===== src/rtl/cmd_table_walker.sv =====
module cmd_table_walker #(
  parameter int AW = 12,
  parameter int TW = 16
) (
  input  logic          clk,
  input  logic          rst_n,
  input  logic          start,
  input  logic [AW-1:0] base_addr,
  input  logic [AW-1:0] table_len,
  input  logic [TW-1:0] poll_limit,
  output logic          mem_rd_en,
  output logic [AW-1:0] mem_addr,
  input  logic [31:0]   mem_rdata,
  output logic          bus_rd,
  output logic          bus_wr,
  output logic [27:0]   bus_addr,
  output logic [7:0]    bus_space,
  output logic [31:0]   bus_wdata,
  input  logic [31:0]   bus_rdata,
  input  logic          bus_ready,
  output logic          busy,
  output logic          done,
  output logic          error,
  output logic [AW-1:0] words_used
);
  localparam logic [3:0] OP_WR = 4'h0, OP_POLL = 4'h2, OP_RMW = 4'h3, OP_IND = 4'h8, OP_END = 4'hF;

  typedef enum logic [2:0] {S_IDLE, S_REQ, S_CAP, S_RD, S_WR} st_t;

  st_t           st;
  logic [AW-1:0] base, len, ptr;
  logic [TW-1:0] lim, pcnt;
  logic [1:0]    idx;
  logic [31:0]   hdr, w1, w2, wdat;
  logic          done_q, err_q;

  wire [3:0] op     = hdr[31:28];
  wire [3:0] op_new = mem_rdata[31:28];
  wire       three  = (op == OP_POLL) || (op == OP_RMW);
  wire       at_end = (ptr == len);
  wire       hit    = ((bus_rdata & w1) == w2);
  wire       expire = ({1'b0, pcnt} + 1'b1) >= {1'b0, lim};

  assign busy       = (st != S_IDLE);
  assign mem_rd_en  = (st == S_REQ) && !at_end;
  assign mem_addr   = base + ptr;
  assign bus_rd     = (st == S_RD);
  assign bus_wr     = (st == S_WR);
  assign bus_addr   = (op == OP_IND) ? {8'h00, hdr[19:0]} : hdr[27:0];
  assign bus_space  = (op == OP_IND) ? hdr[27:20] : 8'h00;
  assign bus_wdata  = wdat;
  assign done       = done_q;
  assign error      = err_q;
  assign words_used = ptr;

  always_ff @(posedge clk) begin
    if (!rst_n) begin
      st <= S_IDLE; base <= '0; len <= '0; ptr <= '0; lim <= '0; pcnt <= '0;
      idx <= '0; hdr <= '0; w1 <= '0; w2 <= '0; wdat <= '0;
      done_q <= 1'b0; err_q <= 1'b0;
    end else begin
      done_q <= 1'b0;
      err_q  <= 1'b0;
      case (st)
        S_IDLE: if (start) begin
          base <= base_addr; len <= table_len; lim <= poll_limit;
          ptr <= '0; idx <= '0; st <= S_REQ;
        end
        S_REQ: begin
          if (at_end) begin err_q <= 1'b1; st <= S_IDLE; end
          else st <= S_CAP;
        end
        S_CAP: begin
          ptr <= ptr + 1'b1;
          if (idx == 2'd0) begin
            hdr <= mem_rdata;
            case (op_new)
              OP_END:                      begin done_q <= 1'b1; st <= S_IDLE; end
              OP_WR, OP_POLL, OP_RMW, OP_IND: begin idx <= 2'd1; st <= S_REQ; end
              default:                     begin err_q <= 1'b1; st <= S_IDLE; end
            endcase
          end else if (idx == 2'd1) begin
            w1 <= mem_rdata;
            if (three) begin idx <= 2'd2; st <= S_REQ; end
            else begin wdat <= mem_rdata; st <= S_WR; end
          end else begin
            w2 <= mem_rdata; pcnt <= '0; st <= S_RD;
          end
        end
        S_RD: if (bus_ready) begin
          if (op == OP_POLL) begin
            if (hit) begin idx <= '0; st <= S_REQ; end
            else if (expire) begin err_q <= 1'b1; st <= S_IDLE; end
            else pcnt <= pcnt + 1'b1;
          end else begin
            wdat <= (bus_rdata & ~w2) | (w1 & w2);
            st <= S_WR;
          end
        end
        S_WR: if (bus_ready) begin idx <= '0; st <= S_REQ; end
        default: st <= S_IDLE;
      endcase
    end
  end

  assert_rdwr_excl_R10: assert property (@(posedge clk) disable iff (!rst_n) !(bus_rd && bus_wr));
  assert_rd_hold_R10: assert property (@(posedge clk) disable iff (!rst_n)
    (bus_rd && !bus_ready) |=> (bus_rd && $stable(bus_addr)));
  assert_wr_hold_R10: assert property (@(posedge clk) disable iff (!rst_n)
    (bus_wr && !bus_ready) |=> (bus_wr && $stable(bus_addr) && $stable(bus_wdata)));
  assert_done_err_excl_R12: assert property (@(posedge clk) disable iff (!rst_n) !(done && error));
  assert_done_pulse_R7: assert property (@(posedge clk) disable iff (!rst_n) done |=> !done);
  assert_done_idle_R7: assert property (@(posedge clk) disable iff (!rst_n) done |-> !busy);
  assert_len_bound_R9: assert property (@(posedge clk) disable iff (!rst_n) busy |-> (words_used <= len));
  assert_no_fetch_idle_R9: assert property (@(posedge clk) disable iff (!rst_n) mem_rd_en |-> busy);
endmodule


===== config.mk =====
export PLATFORM = sky130hd
export DESIGN_NAME = cmd_table_walker
export DESIGN_NICKNAME = d
export VERILOG_FILES = /design/src/rtl/cmd_table_walker.sv
export SDC_FILE = /design/constraint.sdc
export NUM_CORES = 1
export LEC_CHECK = 0
export CAP_MARGIN = 10
export CELL_PAD_IN_SITES_DETAIL_PLACEMENT = 0
export CELL_PAD_IN_SITES_GLOBAL_PLACEMENT = 1
export CORE_ASPECT_RATIO = 1.5
export CORE_MARGIN = 5
export CORE_UTILIZATION = 39
export DETAILED_ROUTE_END_ITERATION = 16
export GPL_TIMING_DRIVEN = 1
export PLACE_DENSITY = 0.89
export RECOVER_POWER = 50
export SETUP_SLACK_MARGIN = 0.02
export SYNTH_ARGS = -nofsm -noshare
export SYNTH_HDL_FRONTEND = slang
export SYNTH_SLANG_ARGS = --single-unit

===== constraint.sdc =====
create_clock -name clk -period 3.85 [get_ports clk]
set_input_delay 0.5775 -clock clk [delete_from_list [all_inputs] [get_ports clk]]
set_output_delay 0.5775 -clock clk [all_outputs]
set_load 0.02 [all_outputs]

==> impl_metrics.env, run 1 <==
export IMPL_worstReg2RegStart="pcnt[0]"
export IMPL_finalCritPeriodShare_pct=93.75
export IMPL_postCtsSetupBuffers=0
export IMPL_hold_path_class="reg2reg"
export IMPL_synth_edf_count=0
export IMPL_grt_antenna_before_repair=1
export IMPL_clk_latency_ps=510
export IMPL_grt_pass1_wl_um=49500
export IMPL_ant_nets=0
export IMPL_crit_arrival_ps=3030
export IMPL_wirelength_met1_um=12380
export IMPL_dpl_hpwl_um=22030
export IMPL_yosysMostFrequentCell="nand2_1"
export IMPL_total_power_w=0.005300
export IMPL_ys_seq_area_share_pct=38.09
export IMPL_area_growth_pct=28.30
export IMPL_timing_slew_headroom_pct=18.15
export IMPL_htree_levels=1
export IMPL_wl_met2_um=16290
export IMPL_wl_per_cell_um=16.83
export IMPL_required_ps=3270
export IMPL_crit_family="compound AO/OA/AOI/OAI gates"
export IMPL_worstPathCellList="ha_1 -> a21oi_2 -> o211ai_1 -> a31oi_2 -> nor2b_1 -> o21ai_0 -> nor2b_1 -> xnor2_1 -> clkdlybuf4s50_1"
export IMPL_start_util_pct=39.33
export IMPL_critPathCaptureType="output port"
export IMPL_fill_cells=2656
export IMPL_worst_path_most_repeated_cell="nor2b_1"
export IMPL_grt_max_degree=80
export IMPL_criticalPathCategory="reg2out"
export IMPL_setup_tns_ps=0
export IMPL_yosysWarnings=0
export IMPL_clk_path_buf_depth=3
export IMPL_grt_pass1_vias=9627
export IMPL_drt_iter0_drc=413
export IMPL_leakage_nw=5.178
export IMPL_endpoint="mem_addr[9]"
export IMPL_ios=206
export IMPL_worstSetupStartpoint="words_used[1]"
export IMPL_syn_area_um2=10670
export IMPL_maxSlewViolCount=0
export IMPL_cts_tree="built"
export IMPL_overflow=0
export IMPL_r2r_slack_ps=270
export IMPL_reg2reg_depth=14
export IMPL_synth_seq_cells=203
export IMPL_max_stage_delay_ps=620
export IMPL_wl_met3_um=1693
export IMPL_crit_cells=9
export IMPL_outcome="finished clean"
export IMPL_synth_commonest_cells="307 x nand2_1, 203 x dfxtp_1, 146 x a21boi_0, 78 x a21oi_1, 67 x clkbuf_1"
export IMPL_die_w_um=145.0
export IMPL_placedInstanceArea_um2=12940
export IMPL_postCtsHoldBufs=0
export IMPL_period_minus_slack_ps=3609
export IMPL_holdPathStages=2
export IMPL_wl_um=31170
export IMPL_dpl_cell_count=1813
export IMPL_first_pass_iters=5
export IMPL_clkTransAtPathRegs_ps=60
export IMPL_synthesis_nets=1477
export IMPL_crit_fanout=7
export IMPL_rsz0062_at_grt="true"
export IMPL_synthCells=1339
export IMPL_maxCapViolCount=0
export IMPL_synth_area_leaders="dfxtp_1 38%, nand2_1 11%, a21boi_0 10%"
export IMPL_hp_start="hdr[17]"
export IMPL_gp_congestion=0.8444
export IMPL_avgSynthCellArea_um2=7.968
export IMPL_vdd_drop_max_v=0.0002782
export IMPL_fmax_ghz=0.2770
export IMPL_skew_ps=30.02
export IMPL_post_route_cells_drive_above_1_share_pct=5.500
export IMPL_cts_root_buf="clkbuf_16"
export IMPL_viasPerCell=5.229
export IMPL_fp_dieArea_um2=30830
export IMPL_worst_r2r_endpoint="pcnt[11]"
export IMPL_crit_slowest_cell="clkdlybuf4s50_1"
export IMPL_finalSetupViolations=0
export IMPL_ys_flop_type="dfxtp_1"
export IMPL_drc=0
export IMPL_track_usage_pct=19.35
export IMPL_top_layer="met4"
export IMPL_synth_top_cell_area_share_pct=38.09
export IMPL_vias=9684
export IMPL_p_per_area_nw_per_um2=387.2
export IMPL_final_instance_count_excl_fill=1852
export IMPL_yosysUniqueCellTypes=59
export IMPL_cts_made_buffers=22
export IMPL_port_buffer_count=205
export IMPL_hold_viol_final=0
export IMPL_yosys_area_top_type="dfxtp_1"
export IMPL_num_rows=74
export IMPL_cp_num_buf_inv=1
export IMPL_cts_sinks=203
export IMPL_tightest_slew_ps=1228
export IMPL_async_flop_share_pct=0
export IMPL_core_um2=27130
export IMPL_die_y_um=212.6
export IMPL_startpoint_type="register"
export IMPL_nets=1633
export IMPL_stdcell_area_um2=13690
per-stage QoR:
step / utilization, % / hold slack [ps] / setup slack, ps
6_report: 50.46 / 454.6 / 240.5
5_1_grt: 50.46 / 475.7 / -17.81
4_1_cts: 50.41 / 453.7 / 87.81
3_5_place_dp: 47.70 / 445.6 / 113.5
3_3_place_gp: 47.70 / 439.6 / 222.7
2_1_floorplan: - / 435.4 / 384.3
sequential cells by signal (all words and copies together) (netlist names):
| name | count |
|---|---|
| bus_wdata | 32 |
| hdr | 32 |
| w1 | 32 |
| w2 | 32 |
| lim | 16 |
| pcnt | 16 |
| base | 12 |
| len | 12 |
| words_used | 12 |
| st | 3 |
| idx | 2 |
| done | 1 |
| error | 1 |
cells in the final DEF (no fill, tap or decap), types with 18 or more instances in the layout:
cell	instances
clkdlybuf4s50_1	134
ha_1	29
nor2b_1	47
nand2_1	305
clkbuf_16	23
a21boi_0	152
a211oi_1	43
o21ai_0	18
dfxtp_1	201
a21oi_1	76
buf_4	22
mux2i_1	37
and3_1	28
inv_1	31
xnor2_1	29
nand3_1	33
nor2_1	59
dlygate4sd3_1	67
metal layers:
metal | up-vias | track usage (%)
met5 | - | 0
met4 | 0 | 6.530
met3 | 57 | 3.326
met2 | 248 | 37.09
met1 | 4469 | 21.42
li1 | 4910 | -
power breakdown:
part / switching (W) / internal, W / total (W)
combinational: 0.000498 / 0.000375 / 0.000873
clock: 0.000876 / 0.00130 / 0.00218
sequential: 0.0000606 / 0.00219 / 0.00225
total: 0.00143 / 0.00387 / 0.00530
cells by family (layout without fill, tap and decap cells):
group           Yosys count  count (layout)  share of synthesized area [%]
compound gates          343             343                          22.25
buf+inv                 130             300                          5.430
fa+ha+maj                30              30                          3.589
other cells               0               1                              0
flops                   203             203                          38.09
xor+xnor                 35              35                          2.873
simple gates            560             560                          24.19
mux                      38              38                          3.577
timing repair:
action | in CTS | in global routing
resized for setup | 3 | 9
endpoints found under the setup margin | 3 | 16
hold endpoints to repair | 0 | 0
pin swaps | 0 | 0
worst register-to-register path, delay by kind of cell (launching register included):
family,cells,cell delay [ps]
flops,1,410
xor+xnor,1,210
simple gates,6,1510
fa+ha+maj,2,540
compound gates,5,810
worst min-delay path by stage:
stage                    to  slack, ps
global placement    hdr[14]        440
global route        hdr[17]        480
detailed placement  hdr[14]        450
floorplan           hdr[14]        440
CTS                 hdr[14]        450
finish              hdr[17]        450
cell type report:
| type | count | area [um2] | share of cell area (%) |
|---|---|---|---|
| Timing Repair Buffer | 231 | 2263 | 16.54 |
| Multi-Input combinational cell | 1006 | 6080 | 44.42 |
| Sequential cell | 203 | 4066 | 29.71 |
| Clock buffer | 32 | 649.4 | 4.744 |
| Tap cell | 342 | 427.9 | 3.126 |
| Antenna cell | 1 | 2.502 | 0.01828 |
| Clock inverter | 6 | 82.58 | 0.6033 |
| Inverter | 31 | 116.4 | 0.8501 |
No activity file was read; power rests on OpenSTA's default activity.
==> run 2, diff against run 1 <==
--- a/config.mk
+++ b/config.mk
@@ -5,15 +5,16 @@
 export SDC_FILE = /design/constraint.sdc
 export NUM_CORES = 1
 export LEC_CHECK = 0
+export ABC_AREA = 1
+export ABC_CLOCK_PERIOD_IN_PS = 3850
 export CAP_MARGIN = 10
 export CELL_PAD_IN_SITES_DETAIL_PLACEMENT = 0
 export CELL_PAD_IN_SITES_GLOBAL_PLACEMENT = 1
 export CORE_ASPECT_RATIO = 1.5
-export CORE_MARGIN = 5
-export CORE_UTILIZATION = 39
+export CORE_UTILIZATION = 37
 export DETAILED_ROUTE_END_ITERATION = 16
 export GPL_TIMING_DRIVEN = 1
-export PLACE_DENSITY = 0.89
+export PLACE_DENSITY = 0.88
 export RECOVER_POWER = 50
 export SETUP_SLACK_MARGIN = 0.02
 export SYNTH_ARGS = -nofsm -noshare
==> impl_metrics.env, run 2 <==
export IMPL_synth_commonest_cells="336 x nand2_1, 203 x dfxtp_1, 200 x inv_1, 193 x nor2_1, 171 x o21ai_0"
export IMPL_fmax_ghz=0.2881
export IMPL_holdPathStages=2
export IMPL_clk_latency_ps=520
export IMPL_crit_arrival_ps=2890
export IMPL_overflow=0
export IMPL_nets=1879
export IMPL_hold_path_class="reg2reg"
export IMPL_ant_nets=0
export IMPL_num_antenna_cells=0
export IMPL_grt_antenna_before_repair=0
export IMPL_top_layer="met4"
export IMPL_core_um2=28620
export IMPL_stdcell_area_um2=13650
export IMPL_yosysMostFrequentCell="nand2_1"
export IMPL_max_stage_delay_ps=620
export IMPL_synthesis_nets=1727
export IMPL_setup_tns_ps=0
export IMPL_crit_family="compound AO/OA/AOI/OAI gates"
export IMPL_maxCapViolCount=0
export IMPL_viasPerCell=4.819
export IMPL_finalCritPeriodShare_pct=90.14
export IMPL_criticalPathCategory="reg2out"
export IMPL_cts_root_buf="clkbuf_16"
export IMPL_tightest_slew_ps=1459
export IMPL_placedInstanceArea_um2=12910
export IMPL_ys_seq_area_share_pct=37.90
export IMPL_reg2reg_depth=12
export IMPL_clkTransAtPathRegs_ps=60
export IMPL_clk_path_buf_depth=3
export IMPL_synth_area_leaders="dfxtp_1 38%, nand2_1 12%, o21ai_0 8.0%"
export IMPL_htree_levels=1
export IMPL_ios=206
export IMPL_maxSlewViolCount=0
export IMPL_ys_flop_type="dfxtp_1"
export IMPL_p_per_area_nw_per_um2=675.4
export IMPL_die_y_um=210.5
export IMPL_rsz0062_at_grt="false"
export IMPL_yosys_area_top_type="dfxtp_1"
export IMPL_required_ps=3270
export IMPL_fp_dieArea_um2=29680
export IMPL_synth_top_cell_area_share_pct=37.90
export IMPL_hp_start="bus_wdata[22]"
export IMPL_period_minus_slack_ps=3470
export IMPL_crit_cells=7
export IMPL_start_util_pct=37.46
export IMPL_avgSynthCellArea_um2=6.748
export IMPL_postCtsHoldBufs=0
export IMPL_gp_congestion=0.8467
export IMPL_wirelength_met1_um=12760
export IMPL_crit_slowest_cell="clkdlybuf4s50_1"
export IMPL_synth_seq_cells=203
export IMPL_cts_sinks=203
export IMPL_yosysUniqueCellTypes=49
export IMPL_wl_met3_um=1273
export IMPL_dpl_hpwl_um=21050
export IMPL_startpoint_type="register"
export IMPL_cp_num_buf_inv=1
export IMPL_drc=0
export IMPL_leakage_nw=5.875
export IMPL_vias=10346
export IMPL_timing_slew_headroom_pct=2.738
export IMPL_post_route_cells_drive_above_1_share_pct=4.895
export IMPL_skew_ps=22.47
export IMPL_hold_viol_final=0
export IMPL_yosysWarnings=0
export IMPL_critPathCaptureType="output port"
export IMPL_worstReg2RegStart="st[2]"
export IMPL_area_growth_pct=27.32
export IMPL_vdd_drop_max_v=0.0003862
export IMPL_crit_fanout=6
export IMPL_grt_pass1_vias=9847
export IMPL_worst_path_most_repeated_cell="o21ai_0"
export IMPL_synth_edf_count=0
export IMPL_grt_max_degree=139
export IMPL_outcome="finished clean"
export IMPL_grt_pass1_wl_um=48780
export IMPL_num_rows=76
export IMPL_layout_commonest_cell="nand2_1"
export IMPL_worstSetupStartpoint="words_used[5]"
export IMPL_wl_um=30200
export IMPL_postCtsSetupBuffers=0
export IMPL_wl_met2_um=15720
export IMPL_cts_made_buffers=23
export IMPL_port_buffer_count=205
export IMPL_async_flop_share_pct=0
export IMPL_fill_cells=2910
export IMPL_cts_tree="built"
export IMPL_track_usage_pct=20.23
export IMPL_synthCells=1589
export IMPL_die_w_um=141.0
export IMPL_syn_area_um2=10720
export IMPL_worstPathCellList="ha_1 -> nand2_1 -> o21ai_0 -> a21oi_1 -> o21ai_0 -> xor2_1 -> clkdlybuf4s50_1"
export IMPL_cts_resized=0
export IMPL_drt_iter0_drc=472
export IMPL_first_pass_iters=5
export IMPL_finalSetupViolations=0
export IMPL_wl_per_cell_um=14.07
export IMPL_final_cell_mix="339 x nand2_1, 203 x inv_1, 201 x dfxtp_1, 194 x nor2_1, 171 x o21ai_0"
export IMPL_r2r_slack_ps=490
==> run 2: changes by cell type in the layout (fill, tap and decap cells not counted), moves of 39 or more <==
cell and change:
a21boi_0 -152, o21ai_0 +153, nor2b_1 -47, a21oi_1 +63, nor2_1 +135, inv_1 +172, nand3_1 +39
==> run 2: power breakdown <==
part           switching (W)  internal, W  total [W]  leakage, nW
combinational        0.00243      0.00147    0.00390         3.83
clock               0.000880      0.00140    0.00228        0.385
sequential          0.000361      0.00268    0.00304         1.66
==> run 2: cells by family after synthesis <==
kind of cell,Yosys count,synth area share (%)
simple gates,668,26.35
compound gates,358,17.84
buf+inv,297,11.54
flops,203,37.90
fa+ha+maj,30,3.571
xor+xnor,27,2.205
mux,6,0.5951
==> run 2: metal layers <==
metal,global-route usage [%],up-vias
li1,-,5392
met1,23.02,4742
met2,38.84,181
met3,3.112,31
met4,4.873,0
met5,0,-
==> run 2: final timing paths <==
| path | endpoint |
|---|---|
| worst min register to register | bus_wdata[22] |
| worst max register to register | pcnt[15] |
| worst min-delay path | bus_wdata[22] |
| worst max-delay path | mem_addr[9] |
==> run 2: layout make-up <==
type | instances | area (um2) | share of cell area, %
clock buffer | 34 | 666.9 | 4.885
clock inverter | 7 | 113.9 | 0.8340
inverter | 208 | 783.3 | 5.737
multi-input combinational | 1089 | 5398 | 39.54
sequential | 203 | 4066 | 29.79
tap | 390 | 488.0 | 3.574
timing repair buffer | 216 | 2136 | 15.64
==> run 2: stage by stage <==
step / hold slack (ps) / cells / setup slack (ps) / power (W) / utilization (%)
finish: 444.5 / 2147 / 379.6 / 0.009220 / 47.70
global route: 463.2 / 2147 / 85.97 / 0.009912 / 47.70
CTS: 451.4 / 2147 / 127.9 / 0.009482 / 47.84
detailed placement: 441.7 / 2106 / 690.7 / 0.007152 / 45.12
global placement: 435.6 / 2106 / 760.1 / 0.007084 / 45.12
floorplan: 435.3 / 1589 / 1095 / 0.005785 / -
==> run 2: worst reg2reg max path, stage by stage (launching register included) <==
cell     delay (ps)
dfxtp_1         330
inv_1            80
nand2_1         250
inv_1            80
nand2_1         320
inv_2           210
nand2_1         700
inv_2           120
nor4_4          700
nand2_4         140
inv_4           220
nor2_1           60
nor2_1           80
==> run 3, diff against run 2 <==
--- a/config.mk
+++ b/config.mk
@@ -13,7 +13,6 @@
 export CORE_ASPECT_RATIO = 1.5
 export CORE_UTILIZATION = 37
 export DETAILED_ROUTE_END_ITERATION = 16
-export GPL_TIMING_DRIVEN = 1
 export PLACE_DENSITY = 0.88
 export RECOVER_POWER = 50
 export SETUP_SLACK_MARGIN = 0.02
==> results of run 3 <==
The final DEF is identical to that of run 2; final timing and power are the same.
